==> src/rtl/enc_cond_pkg.sv <==
// Shared definitions for the encoder input conditioning stage.
// Assumes the four signals are always packed in the order A, B, index, home.
package enc_cond_pkg;

    localparam int NUM_PINS = 4;

    // Bit positions inside a packed pin vector
    typedef enum int {
        PIN_A    = 0,
        PIN_B    = 1,
        PIN_IDX  = 2,
        PIN_HOME = 3
    } pin_pos_e;

    typedef logic [NUM_PINS-1:0] pin_vec_t;

endpackage

==> src/rtl/enc_sync_chain.sv <==
// Multi-bit synchronizer: each bit passes through STAGES flops in series.
// Assumes the bits are independent, so no coherence between them is needed.
module enc_sync_chain #(
    parameter int WIDTH  = 4,
    parameter int STAGES = 2
) (
    input  logic             clk,
    input  logic             rst_n,
    input  logic [WIDTH-1:0] d_async,
    output logic [WIDTH-1:0] q_sync
);

    logic [WIDTH-1:0] stage_q [STAGES];

    generate
        for (genvar s = 0; s < STAGES; s++) begin : g_stage
            if (s == 0) begin : g_first
                // Capture the asynchronous pins
                always_ff @(posedge clk) begin
                    if (!rst_n) stage_q[s] <= '0;
                    else        stage_q[s] <= d_async;
                end
            end else begin : g_next
                // Shift one stage further along the chain
                always_ff @(posedge clk) begin
                    if (!rst_n) stage_q[s] <= '0;
                    else        stage_q[s] <= stage_q[s-1];
                end
            end
        end
    endgenerate

    assign q_sync = stage_q[STAGES-1];

endmodule

==> src/rtl/enc_pol_swap.sv <==
// Applies per-pin inversion and then optionally exchanges the A and B phases.
// Purely combinational; assumes a synchronized input vector.
module enc_pol_swap
    import enc_cond_pkg::*;
(
    input  pin_vec_t sync_in,
    input  pin_vec_t invert,
    input  logic     swap_ab,
    output pin_vec_t cond_out
);

    pin_vec_t polar;

    // Invert each pin whose control bit is set
    always_comb polar = sync_in ^ invert;

    // Exchange phases after inversion; index and home go straight through
    always_comb begin
        cond_out           = polar;
        cond_out[PIN_A]    = swap_ab ? polar[PIN_B] : polar[PIN_A];
        cond_out[PIN_B]    = swap_ab ? polar[PIN_A] : polar[PIN_B];
    end

endmodule

==> src/rtl/enc_sample_div.sv <==
// Free-running power-of-two divider producing a one-cycle sample strobe.
// The strobe fires when the low CODE bits of the counter are all ones.
// Assumes the counter width covers the largest ratio, so wrap keeps the period.
// Any change of the code restarts the count from zero.
module enc_sample_div #(
    parameter int CODE_W = 3
) (
    input  logic              clk,
    input  logic              rst_n,
    input  logic [CODE_W-1:0] div_code,
    output logic              tick
);

    localparam int CNT_W = (1 << CODE_W) - 1;

    logic [CNT_W-1:0]  cnt_q;
    logic [CODE_W-1:0] code_q;
    logic [CNT_W-1:0]  mask;

    // Mask of the counter bits that must be all ones for a strobe
    always_comb mask = CNT_W'((1 << code_q) - 1);

    // Strobe decode from the current count and the registered code
    always_comb tick = ((cnt_q & mask) == mask);

    // Advance the counter, restarting it when the code changes
    always_ff @(posedge clk) begin
        if (!rst_n) begin
            cnt_q  <= '0;
            code_q <= '0;
        end else if (div_code != code_q) begin
            cnt_q  <= '0;
            code_q <= div_code;
        end else begin
            cnt_q  <= cnt_q + 1'b1;
        end
    end

endmodule

==> src/rtl/enc_glitch_filt.sv <==
// Single-bit glitch filter. The output adopts a new level once the input has
// differed from it on HOLD consecutive strobes. Disabled, it is a plain register.
// Assumes the input is already synchronous to clk.
module enc_glitch_filt #(
    parameter int HOLD = 3
) (
    input  logic clk,
    input  logic rst_n,
    input  logic en,
    input  logic tick,
    input  logic d,
    output logic q
);

    localparam int RUN_W = $clog2(HOLD + 1);

    logic [RUN_W-1:0] run_q;

    // Count disagreeing strobes and commit the new level after HOLD of them
    always_ff @(posedge clk) begin
        if (!rst_n) begin
            q     <= 1'b0;
            run_q <= '0;
        end else if (!en) begin
            q     <= d;
            run_q <= '0;
        end else if (tick) begin
            if (d != q) begin
                if (run_q == RUN_W'(HOLD - 1)) begin
                    q     <= d;
                    run_q <= '0;
                end else begin
                    run_q <= run_q + 1'b1;
                end
            end else begin
                run_q <= '0;
            end
        end
    end

endmodule

==> src/rtl/enc_input_cond.sv <==
// Encoder input conditioning top: synchronizer, inversion and swap, then a
// glitch filter per pin driven by a shared sample-strobe divider.
// Status bits are the unfiltered conditioned levels. Outputs are registered.
// Assumes the controls are static or change synchronously to clk.
module enc_input_cond
    import enc_cond_pkg::*;
#(
    parameter int SYNC_STAGES = 2,
    parameter int HOLD_TICKS  = 3,
    parameter int CODE_W      = 3
) (
    input  logic              clk,
    input  logic              rst_n,
    input  logic              pin_a,
    input  logic              pin_b,
    input  logic              pin_idx,
    input  logic              pin_home,
    input  logic              inv_a,
    input  logic              inv_b,
    input  logic              inv_idx,
    input  logic              inv_home,
    input  logic              swap_ab,
    input  logic              filt_en,
    input  logic [CODE_W-1:0] div_code,
    output logic              out_a,
    output logic              out_b,
    output logic              out_idx,
    output logic              out_home,
    output logic              stat_a,
    output logic              stat_b,
    output logic              stat_idx,
    output logic              stat_home
);

    pin_vec_t raw_v;
    pin_vec_t inv_v;
    pin_vec_t sync_v;
    pin_vec_t stat_v;
    pin_vec_t out_v;
    logic     smp_tick;

    // Pack the scalar pins and controls into vectors
    always_comb begin
        raw_v[PIN_A]    = pin_a;
        raw_v[PIN_B]    = pin_b;
        raw_v[PIN_IDX]  = pin_idx;
        raw_v[PIN_HOME] = pin_home;
        inv_v[PIN_A]    = inv_a;
        inv_v[PIN_B]    = inv_b;
        inv_v[PIN_IDX]  = inv_idx;
        inv_v[PIN_HOME] = inv_home;
    end

    enc_sync_chain #(
        .WIDTH  (NUM_PINS),
        .STAGES (SYNC_STAGES)
    ) u_sync (
        .clk     (clk),
        .rst_n   (rst_n),
        .d_async (raw_v),
        .q_sync  (sync_v)
    );

    enc_pol_swap u_polsw (
        .sync_in  (sync_v),
        .invert   (inv_v),
        .swap_ab  (swap_ab),
        .cond_out (stat_v)
    );

    enc_sample_div #(
        .CODE_W (CODE_W)
    ) u_div (
        .clk      (clk),
        .rst_n    (rst_n),
        .div_code (div_code),
        .tick     (smp_tick)
    );

    generate
        for (genvar p = 0; p < NUM_PINS; p++) begin : g_filt
            enc_glitch_filt #(
                .HOLD (HOLD_TICKS)
            ) u_filt (
                .clk   (clk),
                .rst_n (rst_n),
                .en    (filt_en),
                .tick  (smp_tick),
                .d     (stat_v[p]),
                .q     (out_v[p])
            );
        end
    endgenerate

    // Unpack the vectors onto the scalar ports
    always_comb begin
        stat_a    = stat_v[PIN_A];
        stat_b    = stat_v[PIN_B];
        stat_idx  = stat_v[PIN_IDX];
        stat_home = stat_v[PIN_HOME];
        out_a     = out_v[PIN_A];
        out_b     = out_v[PIN_B];
        out_idx   = out_v[PIN_IDX];
        out_home  = out_v[PIN_HOME];
    end

endmodule

==> config.mk <==
export PLATFORM = sky130hd
export DESIGN_NAME = enc_input_cond
export DESIGN_NICKNAME = d
export VERILOG_FILES = /design/src/rtl/enc_cond_pkg.sv /design/src/rtl/enc_sync_chain.sv /design/src/rtl/enc_pol_swap.sv /design/src/rtl/enc_sample_div.sv /design/src/rtl/enc_glitch_filt.sv /design/src/rtl/enc_input_cond.sv
export SDC_FILE = /design/constraint.sdc
export NUM_CORES = 1
export LEC_CHECK = 0
export BUFFER_PORTS_ARGS = -buffer_cell sky130_fd_sc_hd__buf_2
export CAP_MARGIN = 5
export CORE_MARGIN = 2
export CORE_UTILIZATION = 57
export CTS_BUF_LIST = sky130_fd_sc_hd__clkbuf_2 sky130_fd_sc_hd__clkbuf_4 sky130_fd_sc_hd__clkbuf_8
export DETAILED_ROUTE_END_ITERATION = 10
export PLACE_DENSITY = 0.81
export SLEW_MARGIN = 20
export SYNTH_ARGS = -nofsm -noshare
export SYNTH_HDL_FRONTEND = slang
export SYNTH_HIERARCHICAL = 1
export SYNTH_SLANG_ARGS = --single-unit
==> constraint.sdc <==
create_clock -name clk -period 3.75 [get_ports clk]
set_clock_uncertainty 0.15 [all_clocks]
set_input_delay 0.1875 -clock clk [delete_from_list [all_inputs] [get_ports clk]]
set_output_delay 0.1875 -clock clk [all_outputs]
set_load 0.1 [all_outputs]
==> flow_metrics.py <==
metrics = {
    "detailed_routing": {
        "wl_per_cell_um": 12.4,
        "dr.first_iter.drc_count": 12,
        "viasPerCell": 5.49,
        "via_count": 1163,
        "postRouteAntennaNets": 0,
        "drc": 0,
        "drt-pass1-iter-count": 4,
        "drt-total-wl_mm": 2.63,
    },
    "timing": {
        "slew_viol_final": 0,
        "worstMarginPinSlew_ps": 489,
        "final_hold_viol_count": 0,
        "min_period_ps": 2650,
        "setup_viol": 0,
        "fmax_mhz": 378,
        "rsz0062_at_grt": "no",
        "max_slew_margin": 0.674,
        "tns_ps": 0,
        "period_share": 0.706,
    },
    "critical_path": {
        "startpoint_type": "flip-flop",
        "worstSetupEndpointType": "flip-flop",
        "regToRegSetupSlack_ps": 1100,
        "crit_arrival_ps": 2760,
        "r2r_start": "u_div/code_q[1]",
        "crit_required_ps": 3860,
        "startpoint": "u_div/code_q[1]",
        "critPathKind": "reg2reg",
        "cp_max_fo": 16,
    },
    "clock_tree": {
        "htreeDepth": 2,
        "cts_root_buf": "clkbuf_4",
        "post_cts_resized": 0,
        "clockBufferDepth": 2,
        "numClockSinks": 30,
        "cts_buffers": 5,
        "cts_tree": "built",
        "clk_latency_ps": 330,
        "path_clk_slew_ps": 100,
    },
    "place": {
        "io_buffers": 22,
        "hpwl_mm": 1.79,
        "gp_congestion": 0.841,
        "dp_cells": 197,
    },
    "final_layout": {
        "final_cells": 212,
        "layout-drive-gt1-share": 0.207,
        "diodes": 0,
        "area_growth_pct": 20.2,
        "final_common_cell": "dfxtp_1",
        "n_fill_cell": 183,
        "mostFrequentLayoutCells": "dfxtp_1, buf_2, nand2_1",
        "num-nets-final": 200,
    },
    "die": {
        "pin_count": 23,
        "rows": 17,
        "core_area_um2": 2250,
        "die_x_um": 53.2,
        "die_h_um": 53.2,
        "initial_core_util": 0.612,
        "die_area_um2": 2830,
    },
    "pwr": {
        "power.share.combinational": 0.196,
        "vdd_drop_max_uv": 350,
        "p_sw_frac": 0.304,
        "p_per_area_nw_per_um2": 432,
        "power.internal_uw": 498,
        "pwr-share-clk": 0.332,
        "p_switching_uw": 218,
        "p_leak_uw": 0.000669,
        "seqPwrFrac": 0.472,
    },
    "synth": {
        "synth_top_area_frac": 0.436,
        "yosys-top-cells-area": "dfxtp_1, xnor2_1, xor2_1",
        "ys_ff_latch": 30,
        "synth.net_count": 165,
        "synth_top_area_cell": "dfxtp_1",
        "ys.flop_type": "dfxtp_1",
        "synth_edf_count": 0,
        "ys_async_sr_fraction": 0,
        "avgSynthCellArea_um2": 9.32,
        "ys_seq_area_frac": 0.436,
        "syn_area_um2": 1380,
        "yosys_warnings": 6,
        "synth_cells": 148,
        "synth.distinct_cells": 30,
    },
    "global_route": {
        "grt_overflow_total": 0,
        "grt_pass1_wl_mm": 4.50,
        "grt_max_degree": 33,
        "grt_antenna_before_repair": 0,
        "gr-usage-all-layers": 0.230,
        "grt_pass1_vias": 1121,
    },
    "hold_path": {
        "holdCritStartpoint": "inv_idx",
        "min_path_type": "in2reg",
    },
    "run": {
        "max_cap_violations": 0,
    },
    "status": {
        "outcome": "finished clean",
    },
}
==> worst max-delay path: stages, from the launching register on <==
cell and delay (ps):
dfxtp_1 390, or3_2 510, ha_1 260, or2_1 240, nand2b_1 70, a21oi_1 70, a31oi_1 170, buf_4 220
nand2_1 70, o21ai_0 230, mux2i_1 210
==> worst paths after layout <==
check	endpoint	cells past startpoint
setup / recovery	g_filt[1].u_filt/q	10
hold / removal	g_filt[2].u_filt/q	4
setup reg to reg	g_filt[1].u_filt/q	10
hold reg to reg	u_sync/stage_q[1][0]	1
==> cells in the mapped netlist (2+ instances only) <==
cell type	number
and2_1	11
xnor2_1	8
ha_1	2
nand4b_1	4
nor2_1	10
xor2_1	8
o32ai_1	4
a31oi_1	2
buf_6	2
mux2i_1	6
o31ai_2	4
dfxtp_1	30
inv_1	7
nor2b_1	2
o21ai_0	6
nand3_1	11
nand2_1	18
==> power groups by stage <==
stage	Combinational, uW	Sequential (uW)	Clock (uW)
after floorplan	83.8	367	0
after global placement	131	344	0
after detailed placement	134	345	0
after CTS	141	338	240
after global routing	151	340	254
final	140	338	238
==> layer usage <==
layer / global-route usage / vias up / share of wire
li1: - / 586 / -
met1: 0.225 / 535 / 0.40
met2: 0.417 / 32 / 0.54
met3: 0.0593 / 10 / 0.038
met4: 0.158 / 0 / 0.029
met5: 0 / - / 0
==> what timing repair did <==
action / in CTS / in global routing
setup buffers: 0 / 0
endpoints found under the hold margin: 7 / 0
hold buffers: 7 / 0
==> stage by stage <==
stage                     worst slack (ps)  utilization  hold WS, ps  cell area (um2)  power (uW)
after global placement                1260        0.669          243             1510         475
after global routing                   870        0.735         41.4             1660         744
after detailed placement              1140        0.669          246             1510         480
after floorplan                        928            -          159             1380         451
after CTS                             1120        0.735         41.4             1660         719
final                                 1100        0.735         40.8             1660         716
==> layout make-up <==
class | instances | area (um2) | share of cell area
Timing Repair Buffer | 30 | 188 | 0.113
Clock buffer | 8 | 78.8 | 0.0475
Multi-Input combinational cell | 109 | 729 | 0.440
Inverter | 7 | 26.3 | 0.0158
Tap cell | 28 | 35.0 | 0.0211
Sequential cell | 30 | 601 | 0.362
==> cell families (layout without fill, tap and decap cells) <==
| kind of cell | Yosys count | in the layout | share of synthesized area |
|---|---|---|---|
| compound gates | 22 | 22 | 0.124 |
| xor+xnor | 16 | 16 | 0.102 |
| fa+ha+maj | 2 | 2 | 0.0181 |
| buf+inv | 9 | 45 | 0.0354 |
| flops | 30 | 30 | 0.436 |
| mux | 6 | 6 | 0.0436 |
| simple gates | 63 | 63 | 0.241 |
==> sequential cells by signal, indices dropped and copies added (netlist names) <==
| signal | count |
|---|---|
| u_sync/stage_q | 8 |
| g_filt.u_filt/run_q | 8 |
| g_filt.u_filt/q | 4 |
| u_div/code_q | 3 |
| u_div/cnt_q | 7 |
Note: power is estimated with default switching activity, not from simulation.
